## config.mk

```make
export PLATFORM = sky130hd
export DESIGN_NAME = fa_ovh_inserter
export DESIGN_NICKNAME = d
export VERILOG_FILES = /design/src/rtl/fa_pkg.sv /design/src/rtl/fa_pos_tracker.sv /design/src/rtl/fa_mf_counter.sv /design/src/rtl/fa_ovh_inserter.sv
export SDC_FILE = /design/constraint.sdc
export NUM_CORES = 1
export LEC_CHECK = 0
export BUFFER_PORTS_ARGS = -buffer_cell sky130_fd_sc_hd__buf_2
export CAP_MARGIN = 10
export CORE_ASPECT_RATIO = 1.25
export CORE_UTILIZATION = 25
export DETAILED_ROUTE_END_ITERATION = 6
export PLACE_DENSITY_LB_ADDON = 0.2
export SKIP_LAST_GASP = 1
export SLEW_MARGIN = 25
export SYNTH_ARGS = -nofsm -noshare
export SYNTH_HDL_FRONTEND = slang
export SYNTH_HIERARCHICAL = 1
export SYNTH_SLANG_ARGS = --single-unit
```

## constraint.sdc

```tcl
create_clock -name clk -period 3.7 [get_ports clk]
set_clock_uncertainty 0.05 [all_clocks]
set_input_delay 0.185 -clock clk [delete_from_list [all_inputs] [get_ports clk]]
set_output_delay 0.185 -clock clk [all_outputs]
set_load 0.01 [all_outputs]
```

## src/rtl/fa_pkg.sv

```systemverilog
package fa_pkg;

    localparam logic [7:0] ALIGN_HI   = 8'hF6;
    localparam logic [7:0] ALIGN_LO   = 8'h28;
    localparam int unsigned HI_END    = 3;
    localparam int unsigned LO_END    = 6;
    localparam int unsigned MF_COL    = 6;
    localparam logic [7:0] MF_RESET   = 8'hFF;

    typedef enum logic [1:0] {
        BK_PASS  = 2'd0,
        BK_ALHI  = 2'd1,
        BK_ALLO  = 2'd2,
        BK_MFRM  = 2'd3
    } byte_kind_e;

    function automatic byte_kind_e classify(input logic en, input logic first_row,
                                            input int unsigned col);
        byte_kind_e k;
        k = BK_PASS;
        if (en && first_row) begin
            if (col < HI_END)       k = BK_ALHI;
            else if (col < LO_END)  k = BK_ALLO;
            else if (col == MF_COL) k = BK_MFRM;
        end
        return k;
    endfunction

endpackage

```

## src/rtl/fa_pos_tracker.sv

```systemverilog
module fa_pos_tracker #(
    parameter int ROWS = 4,
    parameter int COLS = 4080,
    localparam int RW = (ROWS > 1) ? $clog2(ROWS) : 1,
    localparam int CW = (COLS > 1) ? $clog2(COLS) : 1
) (
    input  logic          clk,
    input  logic          rst,
    input  logic          fs,
    output logic [RW-1:0] cur_row,
    output logic [CW-1:0] cur_col,
    output logic [RW-1:0] row_q,
    output logic [CW-1:0] col_q
);
    localparam logic [RW-1:0] LAST_R = RW'(ROWS - 1);
    localparam logic [CW-1:0] LAST_C = CW'(COLS - 1);

    always_comb begin
        if (fs) begin
            cur_row = '0;
            cur_col = '0;
        end else if (col_q == LAST_C) begin
            cur_col = '0;
            cur_row = (row_q == LAST_R) ? '0 : row_q + 1'b1;
        end else begin
            cur_col = col_q + 1'b1;
            cur_row = row_q;
        end
    end

    always_ff @(posedge clk) begin
        if (rst) begin
            row_q <= LAST_R;
            col_q <= LAST_C;
        end else begin
            row_q <= cur_row;
            col_q <= cur_col;
        end
    end


    col_step_chk: assert property (@(posedge clk) disable iff (rst)
        (!fs && col_q != LAST_C) |=> (col_q == $past(col_q) + 1'b1));

endmodule

```

## src/rtl/fa_mf_counter.sv

```systemverilog
module fa_mf_counter
    import fa_pkg::*;
(
    input  logic       clk,
    input  logic       rst,
    input  logic       fs,
    input  logic       mfs,
    output logic [7:0] mf_q
);
    always_ff @(posedge clk) begin
        if (rst)       mf_q <= MF_RESET;
        else if (fs)   mf_q <= mfs ? 8'h00 : mf_q + 8'h01;
    end


    mf_hold_chk: assert property (@(posedge clk) disable iff (rst)
        !fs |=> $stable(mf_q));


    mf_step_chk: assert property (@(posedge clk) disable iff (rst)
        (fs && !mfs) |=> (mf_q == $past(mf_q) + 8'h01));


    mf_clear_chk: assert property (@(posedge clk) disable iff (rst)
        (fs && mfs) |=> (mf_q == 8'h00));

endmodule

```

## src/rtl/fa_ovh_inserter.sv

```systemverilog
module fa_ovh_inserter
    import fa_pkg::*;
#(
    parameter int ROWS = 4,
    parameter int COLS = 4080,
    localparam int RW = (ROWS > 1) ? $clog2(ROWS) : 1,
    localparam int CW = (COLS > 1) ? $clog2(COLS) : 1
) (
    input  logic          clk,
    input  logic          rst,
    input  logic [7:0]    din,
    input  logic          fs_in,
    input  logic          mfs_in,
    output logic [7:0]    dout,
    output logic          fs_out,
    output logic [RW-1:0] row_out,
    output logic [CW-1:0] col_out
);
    logic [RW-1:0] cur_row;
    logic [CW-1:0] cur_col;
    logic [7:0]    mf_q;
    logic          framed_q;
    logic          framed_now;
    byte_kind_e    kind;
    logic [7:0]    next_byte;

    fa_pos_tracker #(.ROWS(ROWS), .COLS(COLS)) u_pos (
        .clk     (clk),
        .rst     (rst),
        .fs      (fs_in),
        .cur_row (cur_row),
        .cur_col (cur_col),
        .row_q   (row_out),
        .col_q   (col_out)
    );

    fa_mf_counter u_mf (
        .clk  (clk),
        .rst  (rst),
        .fs   (fs_in),
        .mfs  (mfs_in),
        .mf_q (mf_q)
    );

    assign framed_now = framed_q | fs_in;

    always_comb begin
        kind = classify(framed_now, cur_row == '0, 32'(cur_col));
        unique case (kind)
            BK_ALHI: next_byte = ALIGN_HI;
            BK_ALLO: next_byte = ALIGN_LO;
            BK_MFRM: next_byte = mf_q;
            default: next_byte = din;
        endcase
    end

    always_ff @(posedge clk) begin
        if (rst) begin
            framed_q <= 1'b0;
            dout     <= 8'h00;
            fs_out   <= 1'b0;
        end else begin
            framed_q <= framed_now;
            dout     <= next_byte;
            fs_out   <= fs_in;
        end
    end


    fs_pos_chk: assert property (@(posedge clk) disable iff (rst)
        fs_out |-> (row_out == '0 && col_out == '0));


    align_hi_chk: assert property (@(posedge clk) disable iff (rst)
        (framed_q && row_out == '0 && 32'(col_out) < HI_END) |-> (dout == ALIGN_HI));


    align_lo_chk: assert property (@(posedge clk) disable iff (rst)
        (framed_q && row_out == '0 && 32'(col_out) >= HI_END && 32'(col_out) < LO_END)
        |-> (dout == ALIGN_LO));


    unframed_chk: assert property (@(posedge clk) disable iff (rst)
        !framed_q |-> (dout == $past(din)));

endmodule

```

# [After elaboration in Yosys (flattened, before gate mapping)]
# Cells that the tools add are included.
[totals] regBits=32 input_bits=12 out_inout_bits=23
[op_classes] addsub=3 n_lt_le_gt_ge=2 n_eq_ne=6 muxes=11 n_bitwise=1 reduce_logical=2
[ops] cell="2-to-1 mux 12 bit" count=2
[ops] cell="case mux 8 bit (3 select lines)" count=1
[ops] cell="2-to-1 mux 2 bit" count=7
[ops] cell="adder 12 x 1 -> 12 bit (second input constant)" count=1
[ops] cell="equality test 12 bit (second input constant)" count=1
[ops] cell="equality test 12 x 3 -> 1 bit (second input constant)" count=1
[ops] cell="< comparator 12 x 2 -> 1 bit (second input constant)" count=1
[ops] cell="< comparator 12 x 3 -> 1 bit (second input constant)" count=1
[ops] cell="adder 8 x 1 -> 8 bit (second input constant)" count=1
[ops] cell="2-to-1 mux 8 bit" count=1
[ops] cell="equality test 2 bit (second input constant)" count=3
[ops] cell="adder 2 x 1 -> 2 bit (second input constant)" count=1
[ops] cell="equality test 2 x 1 -> 1 bit (second input constant)" count=1
[ops] cell="logical NOT 2 bit" count=1
[ops] cell="logical AND 1 bit" count=1
[ops] cell="bitwise OR 1 bit" count=1

# [Longest topological paths before layout]
[logic_depth] word_depth=10 depth_mapped=12

# [Hierarchy]
# The synthesis kept the hierarchy.
[modules_own_cells] mod="fa_pos_tracker" instances=1 cells_per_inst=85 area_each_um2=753.2 seq_area_each_um2=280.3
[modules_own_cells] mod="fa_ovh_inserter" instances=1 cells_per_inst=49 area_each_um2=486.7 seq_area_each_um2=200.2
[modules_own_cells] mod="fa_mf_counter" instances=1 cells_per_inst=40 area_each_um2=392.9 seq_area_each_um2=160.2

# [Worst setup path before layout]
# OpenSTA, ideal clock, no wires.
[synth_timing] path_kind="register to register" from="register u_pos.col_q[0]" to="register dout[0]" arrival_time_ns=2.509 required_time_ns=3.561 setup_slack_ns=1.053 path_stages_with_launch=13 period_less_slack_ns=2.647 cell_sequence="dfxtp_1 ha_1 and3_1 buf_2 a31o_2 buf_6 buf_6 nor2_1 nor4_4 nand4b_2 or3_1 buf_2 o32ai_2"
[synth_via] elab_chain_len=10 word_cells_on_any_way=19
[synth_rtl] element="from (decl)" line_no="fa_pos_tracker.sv:13" rtl="output logic [CW-1:0] col_q"
[synth_rtl] element="from (signal assigned)" line_no="fa_pos_tracker.sv:37" rtl="col_q <= cur_col;"
[synth_rtl] element="adder 12 x 1 -> 12 bit / equality test 12 bit (equally long branches)" line_no="fa_pos_tracker.sv:26, fa_pos_tracker.sv:22"
[synth_rtl] element="2-to-1 mux 12 bit (*)" line_no="fa_pos_tracker.sv:22" rtl="end else if (col_q == LAST_C) begin"
[synth_rtl] element="2-to-1 mux 12 bit (*)" line_no="fa_pos_tracker.sv:19" rtl="if (fs) begin"
[synth_rtl] element="named net cur_col[5]" line_no="fa_ovh_inserter.sv:20" rtl="logic [CW-1:0] cur_col;"
[synth_rtl] element="branches (longest 3 deep; another with < comparator 12 x 3 -> 1 bit)"
[synth_rtl] element="2-to-1 mux 2 bit (*)" line_no="fa_pkg.sv:22" rtl="if (col < HI_END) k = BK_ALHI;"
[synth_rtl] element="2-to-1 mux 2 bit (*)" line_no="fa_pkg.sv:21" rtl="if (en && first_row) begin"
[synth_rtl] element="equality test 2 bit / equality test 2 x 1 -> 1 bit (equally long branches)" line_no="fa_ovh_inserter.sv:49" rtl="unique case (kind)"
[synth_rtl] element="case mux 8 bit (3 select lines) (*)" line_no="fa_ovh_inserter.sv:49"
[synth_rtl] element="to (signal assigned)" line_no="fa_ovh_inserter.sv:64" rtl="dout <= next_byte;"
[synth_rtl] element="to (decl)" line_no="fa_ovh_inserter.sv:14" rtl="output logic [7:0] dout,"
# Mark *: on every way through the listed nets, which the timed path passes.
# A chain may end at the register's enable or synchronous reset.

# [Worst setup path after layout]
# Ends and elaborated chain as after synthesis.

==> impl_metrics.env <==
export IMPL_die_h_microns=92.4
export IMPL_vdd_drop_max_uv=204
export IMPL_cts_tree="yes"
export IMPL_synth_async_sr_flop_share=0
export IMPL_end_kind="flip-flop"
export IMPL_routed_wl_microns=4060
export IMPL_ys_flop_type="dfxtp_1"
export IMPL_finalCritPeriodShare=0.783
export IMPL_pwr_density_cell_nw_per_um2=453
export IMPL_grt_pass1_vias=1339
export IMPL_dp_slack_ps=828
export IMPL_seqCellArea_sq_um=641
export IMPL_grt_usage=0.129
export IMPL_tightest_slew_ps=708
export IMPL_syn_to_final_growth_pct=21.5
export IMPL_ys_top_cells_by_area="dfxtp_1, nor2_1, xnor2_1, o21bai_1, o2bb2ai_1"
export IMPL_fill_cells=691
export IMPL_synth_edf_count=0
export IMPL_dp_hpwl_microns=2960
export IMPL_yosysWarnings=6
export IMPL_ant_nets=0
export IMPL_die_area_sq_um=6860
export IMPL_rows=32
export IMPL_fin_tns_setup_ps=0
export IMPL_mostFrequentLayoutCell="buf_2"
export IMPL_via_per_inst=4.75
export IMPL_remaining_drc_errors=0
export IMPL_path_class="flip-flop to flip-flop"
export IMPL_clkTransAtPathRegs_ps=70
export IMPL_cts_buffer_depth=2
export IMPL_fin_nets=225
export IMPL_design_power_total_mw=0.900
export IMPL_final_cell_mix="buf_2, dfxtp_1, nor2_1"
export IMPL_slowest_delay_ps=500
export IMPL_h_tree_depth=2
export IMPL_path_max_fanout=18
export IMPL_syn_num_nets=189
export IMPL_syn_area_per_cell_sq_um=9.38
export IMPL_critPathTopFamily="simple AND/OR/NAND/NOR gates"
export IMPL_drtPass1Iterations=4
export IMPL_grt_pass1_wl_microns=6660
export IMPL_synth_distinct_cells=51
export IMPL_root_buffer="clkbuf_8"
export IMPL_crit_chain="ha_1 > and3_1 > a31o_2 > nor2_1 > nor4_4 > nand4b_2 > or3_1 > o32ai_2"
export IMPL_port_buffers=34
export IMPL_relSlewSlack=0.514
export IMPL_multi_input_area_sq_um=933
export IMPL_start_kind="flip-flop"
export IMPL_initial_core_util=0.261
export IMPL_max_cap_viol_count=0
export IMPL_seq_area_frac_synth=0.392
export IMPL_clk_latency_ps=280
export IMPL_synthCells=174
export IMPL_wl_per_cell_microns=13.7
export IMPL_core_area_sq_um=6250
export IMPL_drive_gt1_frac=0.299
export IMPL_gr_total_overflow=0
export IMPL_synth_area_leader_cell="dfxtp_1"
export IMPL_hp_class="primary input to flip-flop"
export IMPL_postLayoutSetupSlackWorst_ps=804
export IMPL_status="complete, no violations"
export IMPL_hold_violations=0
export IMPL_postCtsSetupBuffers=0
export IMPL_grt_setup_unrepaired="false"
export IMPL_cpMaxStageDelayCell="or3_1"
export IMPL_vias=1406
export IMPL_crit_required_ps=3840
export IMPL_setup_viol=0
export IMPL_synthesis_area_sq_um=1630
export IMPL_period_needed_ps=2900
export IMPL_report_final_slew_viol_count=0
export IMPL_antenna_cells=0
export IMPL_grt_start_max_net_pins=31
export IMPL_hold_buffers=0
export IMPL_cts_num_sinks=32
export IMPL_die_w_microns=74.3
export IMPL_drtIter0Drc=51
export IMPL_antenna_found_initial=0
export IMPL_ys_ff_latch=32
export IMPL_cp_arrival_ps=3040
export IMPL_gp_congestion=0.745
export IMPL_fmax_mhz=345
export IMPL_ctsResizeCount=0
export IMPL_cp_buffers_inverters=0
export IMPL_ios=35
export IMPL_leakage_nw=0.809
export IMPL_cts_buffers=5
export IMPL_synth_top_area_frac=0.392
-- metal layers --
metal / global-route usage / part of all wire
met5: 0 / 0
met4: 0.0425 / 0.010
met3: 0.0326 / 0.026
met2: 0.220 / 0.50
met1: 0.155 / 0.47
-- path summary, 6_finish.rpt --
| kind | from | end | slack, ps | cells after the start |
|---|---|---|---|---|
| worst max-delay path | u_pos/col_q[0] | dout[0] | 800 | 8 |
| worst min-delay path | din[7] | dout[7] | 40 | 2 |
| worst max register to register | u_pos/col_q[0] | dout[0] | 800 | 8 |
| worst min register to register | framed_q | framed_q | 410 | 2 |
-- kinds of logic (layout without fill, tap and decap cells) --
| logic type | Yosys count | after routing | share of synthesized area |
|---|---|---|---|
| AND/OR/NAND/NOR | 79 | 79 | 0.306 |
| multiplexers | 1 | 1 | 0.00613 |
| flip-flops | 32 | 32 | 0.392 |
| AO/OA/AOI/OAI | 38 | 38 | 0.183 |
| buffers and inverters | 11 | 48 | 0.0360 |
| adder cells (fa/ha/maj) | 3 | 3 | 0.0230 |
| XOR/XNOR | 10 | 10 | 0.0536 |
-- cell usage after synthesis, drive strengths merged, types with 2 or more instances --
cell / n
dfxtp: 32
nor2: 25
nand3: 8
xnor2: 8
a21oi: 7
or2: 7
inv: 6
nor3: 6
o21bai: 6
nand4: 5
o2bb2ai: 5
buf: 4
nand2: 4
nor4: 4
o31ai: 4
ha: 3
nor2b: 3
o21ai: 3
or3: 3
a211o: 2
a221o: 2
and2: 2
and4b: 2
nand4b: 2
nor4b: 2
o211a: 2
xor2: 2
-- layout make-up --
cell class	count	area share
Timing Repair Buffer	34	0.0858
Clock buffer	5	0.0347
Tap cell	85	0.0536
Multi-Input combinational cell	131	0.470
Sequential cell	32	0.323
Inverter	6	0.0113
Clock inverter	3	0.0214
-- where the power goes --
group / switching, mW / leakage [nW] / internal, mW / total [mW]
registers: 0.0316 / 0.268 / 0.372 / 0.403
clock network: 0.136 / 0.0541 / 0.199 / 0.335
logic: 0.0906 / 0.487 / 0.0709 / 0.162
total: 0.258 / 0.809 / 0.642 / 0.900
-- sequential cells by signal, summed over array words and instances, names as in the netlist --
name / flops
fs_out: 1
framed_q: 1
u_mf/mf_q: 8
u_pos/col_q: 12
u_pos/row_q: 2
dout: 8
-- per-stage QoR --
| stage | cell area [sq um] | utilization | instances | hold slack [ps] |
|---|---|---|---|---|
| after global routing | 1980 | 0.318 | 296 | 29.9 |
| final | 1980 | 0.318 | 296 | 44.9 |
| after detailed placement | 1870 | 0.300 | 288 | 343 |
| after floorplan | 1630 | - | 174 | 207 |
| after global placement | 1870 | 0.300 | 288 | 345 |
| after CTS | 1980 | 0.318 | 296 | 34.3 |
Note: power is estimated with default switching activity, not from simulation.
